--- config.mk ---
export PLATFORM = sky130hd
export DESIGN_NAME = rxword_read_port
export DESIGN_NICKNAME = d
export VERILOG_FILES = /design/src/rtl/rxp_pkg.sv /design/src/rtl/rxp_word_store.sv /design/src/rtl/rxp_lane_mux.sv /design/src/rtl/rxp_ctrl.sv /design/src/rtl/rxword_read_port.sv
export SDC_FILE = /design/constraint.sdc
export NUM_CORES = 1
export LEC_CHECK = 0
export BUFFER_PORTS_ARGS = -buffer_cell sky130_fd_sc_hd__buf_4
export CAP_MARGIN = 20
export CORE_MARGIN = 1.5
export CORE_UTILIZATION = 45
export DETAILED_ROUTE_END_ITERATION = 16
export PLACE_DENSITY = 0.64
export SETUP_SLACK_MARGIN = 0.02
export SYNTH_ARGS = -nofsm -noshare
export SYNTH_HDL_FRONTEND = slang
export SYNTH_SLANG_ARGS = --single-unit
--- constraint.sdc ---
create_clock -name clk -period 3.7 [get_ports clk]
set_clock_uncertainty 0.1 [all_clocks]
set_input_delay 0.37 -clock clk [delete_from_list [all_inputs] [get_ports clk]]
set_output_delay 0.37 -clock clk [all_outputs]
set_load 0.05 [all_outputs]
--- src/rtl/rxp_pkg.sv ---
// Shared register addresses and constants for the receive word read port.
// Assumes a 32-bit data word split into four byte lanes.
package rxp_pkg;
    localparam int WORD_W  = 32;
    localparam int LANES   = WORD_W / 8;

    typedef enum logic [1:0] {
        REG_DATA = 2'd0,
        REG_MODE = 2'd1,
        REG_CMD  = 2'd2,
        REG_NONE = 2'd3
    } reg_sel_e;

    // command register bit positions
    localparam int CMD_ADV_BIT = 0;
    localparam int CMD_CLR_BIT = 1;
endpackage

--- src/rtl/rxp_word_store.sv ---
// Circular word store with read and write pointers and an occupancy count.
// Assumes DEPTH is a power of two. Pushes while full are dropped; pops while
// empty are ignored (the controller is expected to gate them).
module rxp_word_store #(
    parameter int W     = 32,
    parameter int DEPTH = 16,
    localparam int PW   = (DEPTH > 1) ? $clog2(DEPTH) : 1,
    localparam int CW   = $clog2(DEPTH + 1)
) (
    input  logic          clk,
    input  logic          rst_n,
    input  logic          push,
    input  logic [W-1:0]  push_data,
    input  logic          pop,
    output logic [W-1:0]  head,
    output logic [CW-1:0] count,
    output logic          empty,
    output logic          full
);
    logic [W-1:0]  mem [DEPTH];
    logic [PW-1:0] rd_ptr, wr_ptr;
    logic          do_push, do_pop;

    assign empty   = (count == '0);
    assign full    = (count == CW'(DEPTH));
    assign do_push = push && !full;
    assign do_pop  = pop && !empty;
    assign head    = mem[rd_ptr];

    // storage write, no reset needed on the array
    always_ff @(posedge clk) begin
        if (do_push) mem[wr_ptr] <= push_data;
    end

    // pointer and count update
    always_ff @(posedge clk) begin
        if (!rst_n) begin
            rd_ptr <= '0;
            wr_ptr <= '0;
            count  <= '0;
        end else begin
            if (do_push) wr_ptr <= wr_ptr + PW'(1);
            if (do_pop)  rd_ptr <= rd_ptr + PW'(1);
            case ({do_push, do_pop})
                2'b10:   count <= count + CW'(1);
                2'b01:   count <= count - CW'(1);
                default: count <= count;
            endcase
        end
    end


    count_bound_chk: assert property (@(posedge clk) disable iff (!rst_n)
        count <= CW'(DEPTH));

    full_drop_chk: assert property (@(posedge clk) disable iff (!rst_n)
        (full && push && !pop) |=> (count == $past(count)));

    empty_pop_chk: assert property (@(posedge clk) disable iff (!rst_n)
        empty |-> !pop);
endmodule

--- src/rtl/rxp_lane_mux.sv ---
// Selects the byte lanes of the head word named by the byte enables.
// Lanes keep their position; disabled lanes read as zero.
module rxp_lane_mux #(
    parameter int LANES = 4,
    localparam int W    = LANES * 8
) (
    input  logic [W-1:0]     word,
    input  logic [LANES-1:0] be,
    output logic [W-1:0]     lanes
);
    for (genvar g = 0; g < LANES; g++) begin : g_lane
        // pass or blank one byte lane
        assign lanes[g*8 +: 8] = be[g] ? word[g*8 +: 8] : 8'h00;
    end
endmodule

--- src/rtl/rxp_ctrl.sv ---
// Bus decode, mode register, advance policy and sticky underflow flag.
// Assumes one request per cycle. A half-word read on the non-advancing half
// keeps the word in automatic mode; every other data read consumes it.
module rxp_ctrl
    import rxp_pkg::*;
#(
    parameter bit ADV_HIGH_HALF = 1'b0
) (
    input  logic             clk,
    input  logic             rst_n,
    input  logic             req,
    input  logic             wr,
    input  logic [1:0]       addr,
    input  logic [LANES-1:0] be,
    input  logic [WORD_W-1:0] wdata,
    input  logic             empty,
    output logic             pop,
    output logic             data_rd,
    output logic             auto_mode,
    output logic             underflow
);
    localparam logic [LANES-1:0] KEEP_BE = ADV_HIGH_HALF ? 4'b0011 : 4'b1100;

    logic cmd_ok, adv_cmd, clr_cmd, mode_wr, auto_pop, want_pop, uf_set;

    assign data_rd  = req && !wr && (addr == REG_DATA) && (be != '0);
    assign cmd_ok   = req && wr && (addr == REG_CMD) && be[0] && be[1];
    assign adv_cmd  = cmd_ok && wdata[CMD_ADV_BIT];
    assign clr_cmd  = cmd_ok && wdata[CMD_CLR_BIT];
    assign mode_wr  = req && wr && (addr == REG_MODE) && be[0];
    assign auto_pop = data_rd && auto_mode && (be != KEEP_BE);
    assign want_pop = auto_pop || adv_cmd;
    assign pop      = want_pop && !empty;
    assign uf_set   = (data_rd || adv_cmd) && empty;

    // mode register, automatic after reset
    always_ff @(posedge clk) begin
        if (!rst_n)       auto_mode <= 1'b1;
        else if (mode_wr) auto_mode <= wdata[0];
    end

    // sticky underflow: set wins over clear
    always_ff @(posedge clk) begin
        if (!rst_n)       underflow <= 1'b0;
        else if (uf_set)  underflow <= 1'b1;
        else if (clr_cmd) underflow <= 1'b0;
    end


    manual_hold_chk: assert property (@(posedge clk) disable iff (!rst_n)
        (data_rd && !auto_mode && !(req && wr)) |-> !pop);

    uf_sticky_chk: assert property (@(posedge clk) disable iff (!rst_n)
        (underflow && !(req && wr && addr == REG_CMD)) |=> underflow);
endmodule

--- src/rtl/rxword_read_port.sv ---
// Top of the receive word read port: word store, lane mux, control and the
// registered read-data path. Assumes a single-cycle request bus with read
// data returned one clock after the request.
module rxword_read_port
    import rxp_pkg::*;
#(
    parameter int DEPTH         = 16,
    parameter bit ADV_HIGH_HALF = 1'b0,
    localparam int CW           = $clog2(DEPTH + 1)
) (
    input  logic              clk,
    input  logic              rst_n,
    input  logic              push,
    input  logic [WORD_W-1:0] push_data,
    output logic              full,
    input  logic              req,
    input  logic              wr,
    input  logic [1:0]        addr,
    input  logic [LANES-1:0]  be,
    input  logic [WORD_W-1:0] wdata,
    output logic [WORD_W-1:0] rdata,
    output logic              rd_valid,
    output logic [CW-1:0]     word_count,
    output logic              empty,
    output logic              underflow
);
    logic [WORD_W-1:0] head, lane_word;
    logic              pop, data_rd, auto_mode;

    rxp_word_store #(.W(WORD_W), .DEPTH(DEPTH)) u_store (
        .clk(clk), .rst_n(rst_n), .push(push), .push_data(push_data),
        .pop(pop), .head(head), .count(word_count), .empty(empty), .full(full)
    );

    rxp_lane_mux #(.LANES(LANES)) u_mux (
        .word(head), .be(be), .lanes(lane_word)
    );

    rxp_ctrl #(.ADV_HIGH_HALF(ADV_HIGH_HALF)) u_ctrl (
        .clk(clk), .rst_n(rst_n), .req(req), .wr(wr), .addr(addr), .be(be),
        .wdata(wdata), .empty(empty), .pop(pop), .data_rd(data_rd),
        .auto_mode(auto_mode), .underflow(underflow)
    );

    // registered read data and valid strobe
    always_ff @(posedge clk) begin
        if (!rst_n) begin
            rdata    <= '0;
            rd_valid <= 1'b0;
        end else begin
            rd_valid <= req && !wr;
            if (req && !wr) begin
                case (reg_sel_e'(addr))
                    REG_DATA: rdata <= empty ? '0 : lane_word;
                    REG_MODE: rdata <= {{(WORD_W-1){1'b0}}, auto_mode};
                    default:  rdata <= '0;
                endcase
            end
        end
    end


    rd_valid_chk: assert property (@(posedge clk) disable iff (!rst_n)
        (req && !wr) |=> rd_valid);

    cmd_read_zero_chk: assert property (@(posedge clk) disable iff (!rst_n)
        (req && !wr && addr == REG_CMD) |=> (rdata == '0));

    empty_read_zero_chk: assert property (@(posedge clk) disable iff (!rst_n)
        (data_rd && empty && !push) |=> (rdata == '0 && word_count == '0 && underflow));

    auto_word_pop_chk: assert property (@(posedge clk) disable iff (!rst_n)
        (data_rd && auto_mode && be == 4'b1111 && !empty && !push)
            |=> (word_count == $past(word_count) - CW'(1)));
endmodule

==> run summary <==
status: finished clean
Synth cell types: 55
Ports: 116
Die H: 223 um
ranking of synthesized cells by area: edfxtp_1 71%, mux4_2 13%, dfxtp_1 4.8%, mux2i_1 1.7%, a22o_1 1.3%
Critical R2R Launch: u_store.count[2]$_SDFFE_PN0P_
antenna violations before repair: 1
post-synthesis adder-cell area fraction: 0.460%
first-pass GRT wire length: 69100 um
top_reg_cell synth: edfxtp_1
count leader, synth: edfxtp_1
Fill cells: 3634
Hold EP: u_store.count[3]$_SDFFE_PN0P_
clk_lat worst skew: 0.59 ns
area share of xor/xnor cells in the synthesized design: 0.362%
CP startpoint kind: input port
post-layout min period: 3.29 ns
DR DRC count: 0
DR WL/cell: 24.7 um
Die Wd: 223 um
Final Power: 13.6 mW
CTS tree: built
Data required, critical path: 4.12 ns
placed cell areas: 0.0235 mm^2
combinational share of power: 4.3%
sequential power share: 51.8%
nets: 1287
first drt pass iteration count: 5
total number of vias: 10600
Sw Pwr: 2.73 mW
postcts setup bufs: 0
min-delay worst type: in2reg
actual slew at the worst max-slew pin: 0.711 ns
leading area contributor after synthesis: edfxtp_1
Clk pin slew, worst setup/hold paths: 0.06 ns
Hold Startpoint: rst_n
Root Driver: clkbuf_16
setup TNS: 0 ns
period utilization: 88.8%
Slew headroom: 52.5%
largest family of logic cells by synthesized area: multiplexers
r2r setup slk: 0.42 ns
Worst Reg-to-Reg Cells: 11
Arr. time, crit path: 3.71 ns
Num CTS Buffers: 56
Post-Syn Instances: 1049
placer's final routability congestion estimate: 0.734
ANT nets after route: 0
Global Route Usage Sum: 18.9%
Syn Nets: 1132
leakage: 8.18 nW
Sink Count: 564
final wirelength: 46100 um
Setup CP Type: in2reg
CP endpoint kind: flip-flop
maxcap violations: 0
Pint: 10.9 mW
Max H-tree Level: 2
RSZ-0062 raised after global routing: false
share of cells above drive strength 1: 29.9%
yosys warns: 0
pin count of the biggest net entering global routing: 53
Initial Util: 45.6%
CP Max Fanout: 10
Setup WS post-layout: 0.415 ns
share of the synthesized area in the top cell type: 70.6%
Layout area overhead: 18.5%
full die area: 0.0497 mm^2
PostCTS Resize Cnt: 0
final instance area: 0.0258 mm^2
Site Rows: 80
peak supply drop: 458 uV
most frequent cells after synthesis: 512 x edfxtp_1, 128 x mux4_2, 52 x dfxtp_1, 41 x nor2b_1, 38 x mux2i_1
Core Area: 0.0477 mm^2
switch share: 20.0%
Synth Area in Compound Gates: 4.03%
clock network power share: 43.9%
Vias per Instance: 5.66
PwrDens: 528 mW/mm^2
post-synthesis simple-gate area fraction: 3.19%
Hold WS: 0.0416 ns
DRT iter0 DRCs: 876
Finish-stage setup viols: 0
Slew Viols, Final: 0
number of global-route vias before repair: 11100
Mapped Area: 0.0218 mm^2
GR Overflow Total: 0
part of the Yosys area used for sequential elements: 75.4%
mean area per synthesized cell: 20.8 um^2
Hold Fails Final Rpt: 0
fmax: 304 MHz
Max Root-Sink Buffers: 3
Port Buffers: 85
Post-synth EDFFs: 512
WHS Path Cells: 2
Yosys reg bits: 564
post-DP HPWL: 25400 um
post-synthesis mux area share: 15.0%
Async SR Flop Fraction: 0%
FF-to-FF End: u_store.count[4]$_SDFFE_PN0P_
DP Worst Slack: 0.127 ns
Antenna Cells: 0
## power groups by stage
stage | sequential (mW) | clock, mW | combinational, mW
after CTS | 7.06 | 6.10 | 0.594
final | 7.06 | 5.98 | 0.583
after floorplan | 7.22 | 0 | 0.298
after detailed placement | 7.20 | 0 | 0.560
after global placement | 7.19 | 0 | 0.551
after global routing | 7.06 | 6.33 | 0.635
## critical path, stage by stage
cell and delay [ns]:
dlygate4sd3_1 0.53, buf_4 0.11, or4b_4 0.51, a21oi_4 0.21, ha_1 0.37, xor2_1 0.11, ha_1 0.28, a21boi_0 0.20
a311oi_1 0.07, a2111oi_0 0.62, nor4_1 0.12, nor3b_1 0.20
## metal layers
layer / vias up / global-route usage, % / wire length (um)
li1: 4663 / - / -
met1: 5575 / 25.7 / 19900
met2: 269 / 31.8 / 23100
met3: 56 / 3.60 / 2300
met4: 2 / 4.17 / 735
met5: - / 0 / 12
## timing repair
action                     in CTS  in global routing
hold buffers                   35                  0
hold endpoints to repair      514                  0
setup endpoints to repair       0                  0
## placed cells by master, fill, tap and decap left out, types with 9 or more instances in the layout
| master | synthesis | routed |
|---|---|---|
| dlygate4sd3_1 | 0 | 35 |
| edfxtp_1 | 512 | 512 |
| clkbuf_16 | 0 | 59 |
| nor2_4 | 0 | 12 |
| a211oi_1 | 32 | 32 |
| buf_12 | 0 | 15 |
| a21oi_1 | 37 | 37 |
| mux2i_1 | 38 | 38 |
| mux4_2 | 128 | 128 |
| nand2_1 | 17 | 17 |
| clkinv_2 | 0 | 9 |
| nor2b_1 | 41 | 40 |
| dfxtp_1 | 52 | 48 |
| a22o_1 | 32 | 32 |
| clkbuf_1 | 26 | 10 |
| and2_1 | 12 | 12 |
| buf_4 | 7 | 108 |
## cells by family after synthesis
group | after synthesis
DFF | 564
AOI/OAI and AO/OA | 119
muxes | 166
xor gates and xnor gates | 9
buffers and inverters | 67
and+or+nand+nor | 116
adders and majority gates | 8
## sequential cells by signal (all words and copies together) (netlist names), named ones only
signal,count
rd_valid,1
rdata,32
u_ctrl.auto_mode,1
u_ctrl.underflow,1
u_store.count,5
u_store.mem,512
u_store.rd_ptr,4
u_store.wr_ptr,4
## area by class of cell
cell class                      instances  area [um^2]  share of cell area [%]
Clock buffer                           77         1620                    6.29
Inverter                                6         22.5                  0.0872
Sequential cell                       564        16400                    63.6
Timing Repair Buffer                  158         1460                    5.66
Clock inverter                         27          355                    1.38
Tap cell                              615          769                    2.98
Multi-Input combinational cell        418         5160                    20.0
## stage by stage
step                std cells  utilization, %
floorplan                1049               -
global placement         1726            49.2
detailed placement       1726            49.2
CTS                      1865            54.1
global route             1865            54.1
finish                   1865            54.1
## how the worst max path moves through the flow
stage | start | to | slack, ns
3_5_place_dp | addr[1] | u_store.count[4]$_SDFFE_PN0P_ | 0.13
6_report | wdata[0] | u_store.count[4]$_SDFFE_PN0P_ | 0.41
3_3_place_gp | addr[1] | u_store.count[4]$_SDFFE_PN0P_ | 0.14
4_1_cts | u_store.count[1]$_SDFFE_PN0P_ | u_store.count[4]$_SDFFE_PN0P_ | 0.43
2_1_floorplan | u_store.count[2]$_SDFFE_PN0P_ | u_store.mem[15][0]$_DFFE_PP_ | 0.12
5_1_grt | u_store.count[2]$_SDFFE_PN0P_ | u_store.count[4]$_SDFFE_PN0P_ | 0.03
Power figures use the tool's default switching activity.
